## src/rtl/pwm_pkg.sv

```systemverilog
package pwm_pkg;

    typedef enum logic [1:0] {
        CH_IDLE  = 2'd0,
        CH_ACT   = 2'd1,
        CH_INACT = 2'd2
    } ch_state_t;

    typedef enum logic [1:0] {
        OP_WRITE = 2'd0,
        OP_SET   = 2'd1,
        OP_CLR   = 2'd2,
        OP_TOG   = 2'd3
    } wr_op_t;

    localparam int PRE_W = 10;

    // Terminal value of the prescaler counter for each divider code
    function automatic logic [PRE_W-1:0] div_limit(input logic [2:0] code);
        logic [PRE_W-1:0] lim;
        unique case (code)
            3'd0:    lim = 10'd0;
            3'd1:    lim = 10'd1;
            3'd2:    lim = 10'd3;
            3'd3:    lim = 10'd7;
            3'd4:    lim = 10'd15;
            3'd5:    lim = 10'd63;
            3'd6:    lim = 10'd255;
            default: lim = 10'd1023;
        endcase
        return lim;
    endfunction

    function automatic logic [31:0] apply_op(input wr_op_t op, input logic [31:0] cur,
                                             input logic [31:0] din);
        logic [31:0] res;
        unique case (op)
            OP_WRITE: res = din;
            OP_SET:   res = cur | din;
            OP_CLR:   res = cur & ~din;
            default:  res = cur ^ din;
        endcase
        return res;
    endfunction

endpackage

```

## src/rtl/pwm_regs.sv

```systemverilog
module pwm_regs
    import pwm_pkg::*;
#(
    parameter int NCH    = 4,
    parameter int ADDR_W = 8
) (
    input  logic                   clk,
    input  logic                   rst,
    input  logic [ADDR_W-1:0]      addr,
    input  logic                   wr,
    input  logic [31:0]            wdata,
    output logic [31:0]            rdata,
    output logic [31:0]            ctrl_q,
    output logic [NCH-1:0][31:0]   win_q,
    output logic [NCH-1:0][31:0]   per_q
);
    localparam int IDX_W = ADDR_W - 5;

    wr_op_t           op;
    logic [IDX_W-1:0] idx;
    logic             hit_ctrl;
    logic [NCH-1:0]   hit_win;
    logic [NCH-1:0]   hit_per;

    assign op       = wr_op_t'(addr[3:2]);
    assign idx      = addr[ADDR_W-1:5];
    assign hit_ctrl = (idx == '0) && !addr[4];

    always_ff @(posedge clk) begin
        if (rst)                  ctrl_q <= '0;
        else if (wr && hit_ctrl)  ctrl_q <= apply_op(op, ctrl_q, wdata);
    end

    for (genvar g = 0; g < NCH; g++) begin : g_chreg
        assign hit_win[g] = addr[4]  && (idx == IDX_W'(g));
        assign hit_per[g] = !addr[4] && (idx == IDX_W'(g + 1));

        always_ff @(posedge clk) begin
            if (rst)                    win_q[g] <= '0;
            else if (wr && hit_win[g])  win_q[g] <= apply_op(op, win_q[g], wdata);
        end

        always_ff @(posedge clk) begin
            if (rst)                    per_q[g] <= '0;
            else if (wr && hit_per[g])  per_q[g] <= apply_op(op, per_q[g], wdata);
        end
    end

    always_comb begin
        rdata = '0;
        if (hit_ctrl) rdata = ctrl_q;
        for (int i = 0; i < NCH; i++) begin
            if (hit_win[i]) rdata = win_q[i];
            if (hit_per[i]) rdata = per_q[i];
        end
    end

    p_set_alias_r3: assert property (@(posedge clk) disable iff (rst)
        (wr && hit_ctrl && op == OP_SET) |=> ctrl_q == ($past(ctrl_q) | $past(wdata)));
    p_clr_alias_r3: assert property (@(posedge clk) disable iff (rst)
        (wr && hit_ctrl && op == OP_CLR) |=> ctrl_q == ($past(ctrl_q) & ~$past(wdata)));
    p_tog_alias_r3: assert property (@(posedge clk) disable iff (rst)
        (wr && hit_ctrl && op == OP_TOG) |=> ctrl_q == ($past(ctrl_q) ^ $past(wdata)));
    p_ctrl_hold_r2: assert property (@(posedge clk) disable iff (rst)
        !(wr && hit_ctrl) |=> $stable(ctrl_q));

endmodule

```

## src/rtl/pwm_prescale.sv

```systemverilog
module pwm_prescale
    import pwm_pkg::*;
(
    input  logic       clk,
    input  logic       rst,
    input  logic       run,
    input  logic [2:0] code,
    output logic       tick
);
    logic [PRE_W-1:0] pcnt_q;

    assign tick = run && (pcnt_q == div_limit(code));

    always_ff @(posedge clk) begin
        if (rst || !run) pcnt_q <= '0;
        else if (tick)   pcnt_q <= '0;
        else             pcnt_q <= pcnt_q + 1'b1;
    end

    p_pre_idle_r4: assert property (@(posedge clk) disable iff (rst)
        !run |=> pcnt_q == '0);
    p_pre_bound_r8: assert property (@(posedge clk) disable iff (rst)
        pcnt_q <= div_limit(code));

endmodule

```

## src/rtl/pwm_channel.sv

```systemverilog
module pwm_channel
    import pwm_pkg::*;
(
    input  logic        clk,
    input  logic        rst,
    input  logic        en,
    input  logic [31:0] per_reg,
    input  logic [31:0] win_reg,
    output logic        pin_oe,
    output logic        pin_do
);
    ch_state_t   state_q, state_n;
    logic [15:0] cnt_q, cnt_n;
    logic [31:0] wper_q, wper_n;
    logic [31:0] wwin_q, wwin_n;
    logic        tick;
    logic        wrap;
    logic [1:0]  code;
    logic        unused_hi;

    assign unused_hi = ^wper_q[31:23];
    assign wrap      = tick && (cnt_q == wper_q[15:0]);

    pwm_prescale u_pre (
        .clk  (clk),
        .rst  (rst),
        .run  (en && (state_q != CH_IDLE)),
        .code (wper_q[22:20]),
        .tick (tick)
    );

    function automatic ch_state_t phase_of(input logic [15:0] c, input logic [31:0] w);
        return (c >= w[15:0] && c < w[31:16]) ? CH_ACT : CH_INACT;
    endfunction

    // next-state: start, advance, wrap, stop
    always_comb begin
        state_n = state_q;
        cnt_n   = cnt_q;
        wper_n  = wper_q;
        wwin_n  = wwin_q;
        unique case (state_q)
            CH_IDLE: begin
                if (en) begin
                    wper_n  = per_reg;
                    wwin_n  = win_reg;
                    cnt_n   = '0;
                    state_n = phase_of(16'd0, win_reg);
                end
            end
            CH_ACT, CH_INACT: begin
                if (!en) begin
                    cnt_n   = '0;
                    state_n = CH_IDLE;
                end else if (tick) begin
                    if (wrap) begin
                        cnt_n  = '0;
                        wper_n = per_reg;
                        wwin_n = win_reg;
                    end else begin
                        cnt_n  = cnt_q + 1'b1;
                    end
                    state_n = phase_of(cnt_n, wwin_n);
                end
            end
            default: begin
                cnt_n   = '0;
                state_n = CH_IDLE;
            end
        endcase
    end

    always_ff @(posedge clk) begin
        if (rst) begin
            state_q <= CH_IDLE;
            cnt_q   <= '0;
            wper_q  <= '0;
            wwin_q  <= '0;
        end else begin
            state_q <= state_n;
            cnt_q   <= cnt_n;
            wper_q  <= wper_n;
            wwin_q  <= wwin_n;
        end
    end

    // outputs from the current phase
    always_comb begin
        unique case (state_q)
            CH_ACT:   code = wper_q[17:16];
            CH_INACT: code = wper_q[19:18];
            default:  code = 2'd0;
        endcase
        pin_oe = code[1];
        pin_do = code[1] & code[0];
    end

    p_idle_quiet_r4: assert property (@(posedge clk) disable iff (rst)
        !en |=> (cnt_q == 16'd0 && !pin_oe));
    p_cnt_bound_r5: assert property (@(posedge clk) disable iff (rst)
        (state_q != CH_IDLE) |-> cnt_q <= wper_q[15:0]);
    p_advance_r5: assert property (@(posedge clk) disable iff (rst)
        (state_q != CH_IDLE && en && tick && !wrap) |=> cnt_q == $past(cnt_q) + 16'd1);
    p_shadow_hold_r9: assert property (@(posedge clk) disable iff (rst)
        (state_q != CH_IDLE && en && !wrap) |=> ($stable(wper_q) && $stable(wwin_q)));
    p_release_r7: assert property (@(posedge clk) disable iff (rst)
        !pin_oe |-> !pin_do);

endmodule

```

## src/rtl/pwm_multi.sv

```systemverilog
module pwm_multi
    import pwm_pkg::*;
#(
    parameter int NCH    = 4,
    parameter int ADDR_W = $clog2(32 * (NCH + 1))
) (
    input  logic              clk,
    input  logic              rst,
    input  logic [ADDR_W-1:0] bus_addr,
    input  logic              bus_wr,
    input  logic [31:0]       bus_wdata,
    output logic [31:0]       bus_rdata,
    output logic [NCH-1:0]    pwm_oe,
    output logic [NCH-1:0]    pwm_do
);
    logic [31:0]          ctrl_q;
    logic [NCH-1:0][31:0] win_q;
    logic [NCH-1:0][31:0] per_q;
    logic                 unused_ctrl;

    assign unused_ctrl = ^ctrl_q[31:NCH];

    pwm_regs #(.NCH(NCH), .ADDR_W(ADDR_W)) u_regs (
        .clk    (clk),
        .rst    (rst),
        .addr   (bus_addr),
        .wr     (bus_wr),
        .wdata  (bus_wdata),
        .rdata  (bus_rdata),
        .ctrl_q (ctrl_q),
        .win_q  (win_q),
        .per_q  (per_q)
    );

    for (genvar g = 0; g < NCH; g++) begin : g_ch
        pwm_channel u_ch (
            .clk     (clk),
            .rst     (rst),
            .en      (ctrl_q[g]),
            .per_reg (per_q[g]),
            .win_reg (win_q[g]),
            .pin_oe  (pwm_oe[g]),
            .pin_do  (pwm_do[g])
        );
    end

endmodule

```

## config.mk

```make
export PLATFORM = sky130hd
export DESIGN_NAME = pwm_multi
export DESIGN_NICKNAME = d
export VERILOG_FILES = /design/src/rtl/pwm_pkg.sv /design/src/rtl/pwm_regs.sv /design/src/rtl/pwm_prescale.sv /design/src/rtl/pwm_channel.sv /design/src/rtl/pwm_multi.sv
export SDC_FILE = /design/constraint.sdc
export NUM_CORES = 2
export LEC_CHECK = 0
export ABC_CLOCK_PERIOD_IN_PS = 7450
export BUFFER_PORTS_ARGS = -buffer_cell sky130_fd_sc_hd__buf_2
export CAP_MARGIN = 40
export CORE_UTILIZATION = 40
export DETAILED_ROUTE_END_ITERATION = 8
export GPL_TIMING_DRIVEN = 1
export PLACE_DENSITY = 0.57
export SYNTH_ARGS = -nofsm -noshare
export SYNTH_HDL_FRONTEND = slang
export SYNTH_SLANG_ARGS = --single-unit
```

## constraint.sdc

```tcl
create_clock -name clk -period 7.45 [get_ports clk]
set_input_delay 0.3725 -clock clk [delete_from_list [all_inputs] [get_ports clk]]
set_output_delay 0.3725 -clock clk [all_outputs]
set_load 0.01 [all_outputs]
```

==> impl_metrics.env <==
export IMPL_die_w_um=347
export IMPL_wl_per_cell_um=23.0
export IMPL_synth_cells=5543
export IMPL_cp_cell_sequence="xor2_1, nor4_1, nand4_1, nor4_4, buf_4, mux2i_1, ha_1, a21oi_1, o21ai_0, a2111oi_0, o21bai_1, a31o_2, a211oi_1, a31o_1"
export IMPL_portBuffers=80
export IMPL_ys_seq_area_share_pct=26.1
export IMPL_rsz0062_at_grt="no"
export IMPL_cp_slowest_cell="nor4_4"
export IMPL_clockBufferDepth=3
export IMPL_ant_nets=0
export IMPL_cts_setup_buffers=0
export IMPL_synth_area_mm2=0.0475
export IMPL_clk_pin_slew_ns=0.06
export IMPL_async_reset_ff_share_pct=0
export IMPL_die_h_um=347
export IMPL_cp_max_fo=18
export IMPL_vdd_drop_max_uv=202
export IMPL_clock_latency_ns=0.67
export IMPL_drt_pass1_iter_count=6
export IMPL_slew_headroom_pct=24.4
export IMPL_avgViaCountPerCell=5.87
export IMPL_htreeDepth=3
export IMPL_hold_buffers=0
export IMPL_dp_hpwl_mm=112
export IMPL_hold_viol=0
export IMPL_area_delta_synth_final_pct=9.25
export IMPL_max_freq_ghz=0.193
export IMPL_synth_ff_type="dfxtp_1"
export IMPL_required_ns=8.05
export IMPL_grt_pass1_wl_mm=242
export IMPL_synth_cell_types=85
export IMPL_critPathMaxStageDelay_ns=0.89
export IMPL_overflow=0
export IMPL_leakage_nw=21.2
export IMPL_numClockSinks=620
export IMPL_synth_nets=6310
export IMPL_setup_tns_ns=0
export IMPL_antenna_found_initial=6
export IMPL_syn_avg_cell_area_um2=8.58
export IMPL_synth_edf_count=0
export IMPL_yosys_warnings=0
export IMPL_hold_class="in -> reg"
export IMPL_drtIter0Drc=3672
export IMPL_fin_nets=6152
export IMPL_start_util_pct=40.3
export IMPL_startpoint_type="flop"
export IMPL_post_route_min_period_ns=5.18
export IMPL_setup_viol=0
export IMPL_finalCritPeriodShare_pct=69.5
export IMPL_vias=41000
export IMPL_layout_drive_gt1_share_pct=12.5
export IMPL_drc=0
export IMPL_wl_mm=161
export IMPL_globalRouteTotalUtil_pct=26.0
export IMPL_cp_arrival_ns=5.77
export IMPL_worst_setup_path_type="reg -> reg"
export IMPL_cts_made_buffers=80
export IMPL_grt_pass1_vias=38000
export IMPL_tightestPinTransition_ns=1.13
export IMPL_gp_congestion=0.913
export IMPL_dp_worst_setup_slack_ns=2.42
export IMPL_worstSetupEndpointType="flop"
export IMPL_timing_final_ws_setup_ns=2.27
export IMPL_maxSlewViolCount=0
export IMPL_fin_skew_ns=0.0198
export IMPL_root_buffer="clkbuf_16"
export IMPL_ios=83
export IMPL_cts_tree="done"
export IMPL_placement_rows=126
export IMPL_power_density_mw_per_mm2=177
export IMPL_grt_max_degree=211
export IMPL_ys_ff_latch=620
export IMPL_status="finished clean"
export IMPL_die_area_mm2=0.120
export IMPL_postCtsResizedCells=0
export IMPL_cap_violations=0
export IMPL_fp_coreArea_mm2=0.118
[cells in the mapped netlist, types with 50 or more instances]
cell	count	area, µm²
xnor2_1	50	438
mux2_2	292	3290
a211oi_1	590	4430
a21oi_1	476	2380
xor2_1	103	902
dfxtp_1	620	12400
ha_1	724	9060
nor2b_1	53	332
nand2_1	243	912
nor4_1	58	363
nor2_1	611	2290
mux2i_1	276	2760
clkbuf_1	318	1190
o21ai_0	100	500
nand3_1	53	265
inv_1	357	1340
[cell families after synthesis]
logic type      Yosys count  share of synthesized area (%)
buf+inv                 780                           6.50
xor+xnor                153                           2.82
compound gates         1505                           21.5
mux                     570                           12.8
simple gates           1191                           11.2
flops                   620                           26.1
fa+ha+maj               724                           19.1
[report_power, final]
part           total, W  internal [W]  switching [W]
combinational   0.00173      0.000560        0.00117
clock           0.00401       0.00239        0.00162
sequential      0.00348       0.00338      0.0000997
total           0.00922       0.00633        0.00289
[final timing paths]
check	endpoint	cells past startpoint	start	slack [ns]
hold / removal	g_ch[1].u_ch.wwin_q[30]	2	rst	0.13
setup reg to reg	g_ch[2].u_ch.state_q[0]	14	g_ch[2].u_ch.cnt_q[0]	2.27
hold reg to reg	g_ch[1].u_ch.wper_q[16]	2	g_ch[1].u_ch.wper_q[16]	0.46
setup / recovery	g_ch[2].u_ch.state_q[0]	14	g_ch[2].u_ch.cnt_q[0]	2.27
[metal layers]
layer  track usage [%]  routed length (µm)  vias to the layer above  share of wire, %
li1                  -                   -                    19700                 -
met1              37.0               75300                    19900                47
met2              40.7               71100                     1139                44
met5                 0                  17                        -             0.011
met3              2.99                9550                      205               5.9
met4              8.26                4710                        2               2.9
[through the flow]
step / cells / power (W) / util, % / instance area (µm²) / hold slack (ns)
floorplan: 5543 / 0.00470 / - / 47500 / 0.436
global placement: 6813 / 0.00518 / 41.5 / 48900 / 0.446
detailed placement: 6839 / 0.00524 / 41.8 / 49300 / 0.447
CTS: 6979 / 0.00927 / 44.0 / 51900 / 0.118
global route: 6979 / 0.00958 / 44.0 / 51900 / 0.168
finish: 6983 / 0.00922 / 44.0 / 51900 / 0.127
[layout make-up]
cell class | count | area, µm²
flip-flops and latches | 620 | 12400
repair buffers | 182 | 1440
inverters | 358 | 1340
clock inverters | 21 | 248
well taps | 1536 | 1920
clock buffers | 119 | 2400
fillers | 11600 | 66000
multi-input cells | 4143 | 32200
diodes | 4 | 10.0
[state kept, by name (all words and copies together) (netlist names)]
register                flops
u_regs.per_q              128
u_regs.win_q              128
g_ch.u_ch.cnt_q            64
g_ch.u_ch.u_pre.pcnt_q     40
g_ch.u_ch.wper_q           92
u_regs.ctrl_q              32
g_ch.u_ch.state_q           8
g_ch.u_ch.wwin_q          128
[cells in the final DEF, fill, tap and decap left out, types with 82 or more instances in the layout]
cell and n:
o21ai_0 100, dfxtp_1 620, a211oi_1 590, mux2i_1 276, clkbuf_16 84, mux2_2 292
nand2_1 241, nor2_1 605, inv_1 356, a21oi_1 476, buf_4 82, ha_1 724
xor2_1 103
[critical path: cells and delay by family (launching register included)]
family	cells	cell delay, ns
AOI/OAI and AO/OA	7	1.80
muxes	1	0.24
xor gates and xnor gates	1	0.11
adders and majority gates	1	0.26
buffers and inverters	1	0.45
and+or+nand+nor	3	1.74
DFF	1	0.50
Power figures use the tool's default switching activity.
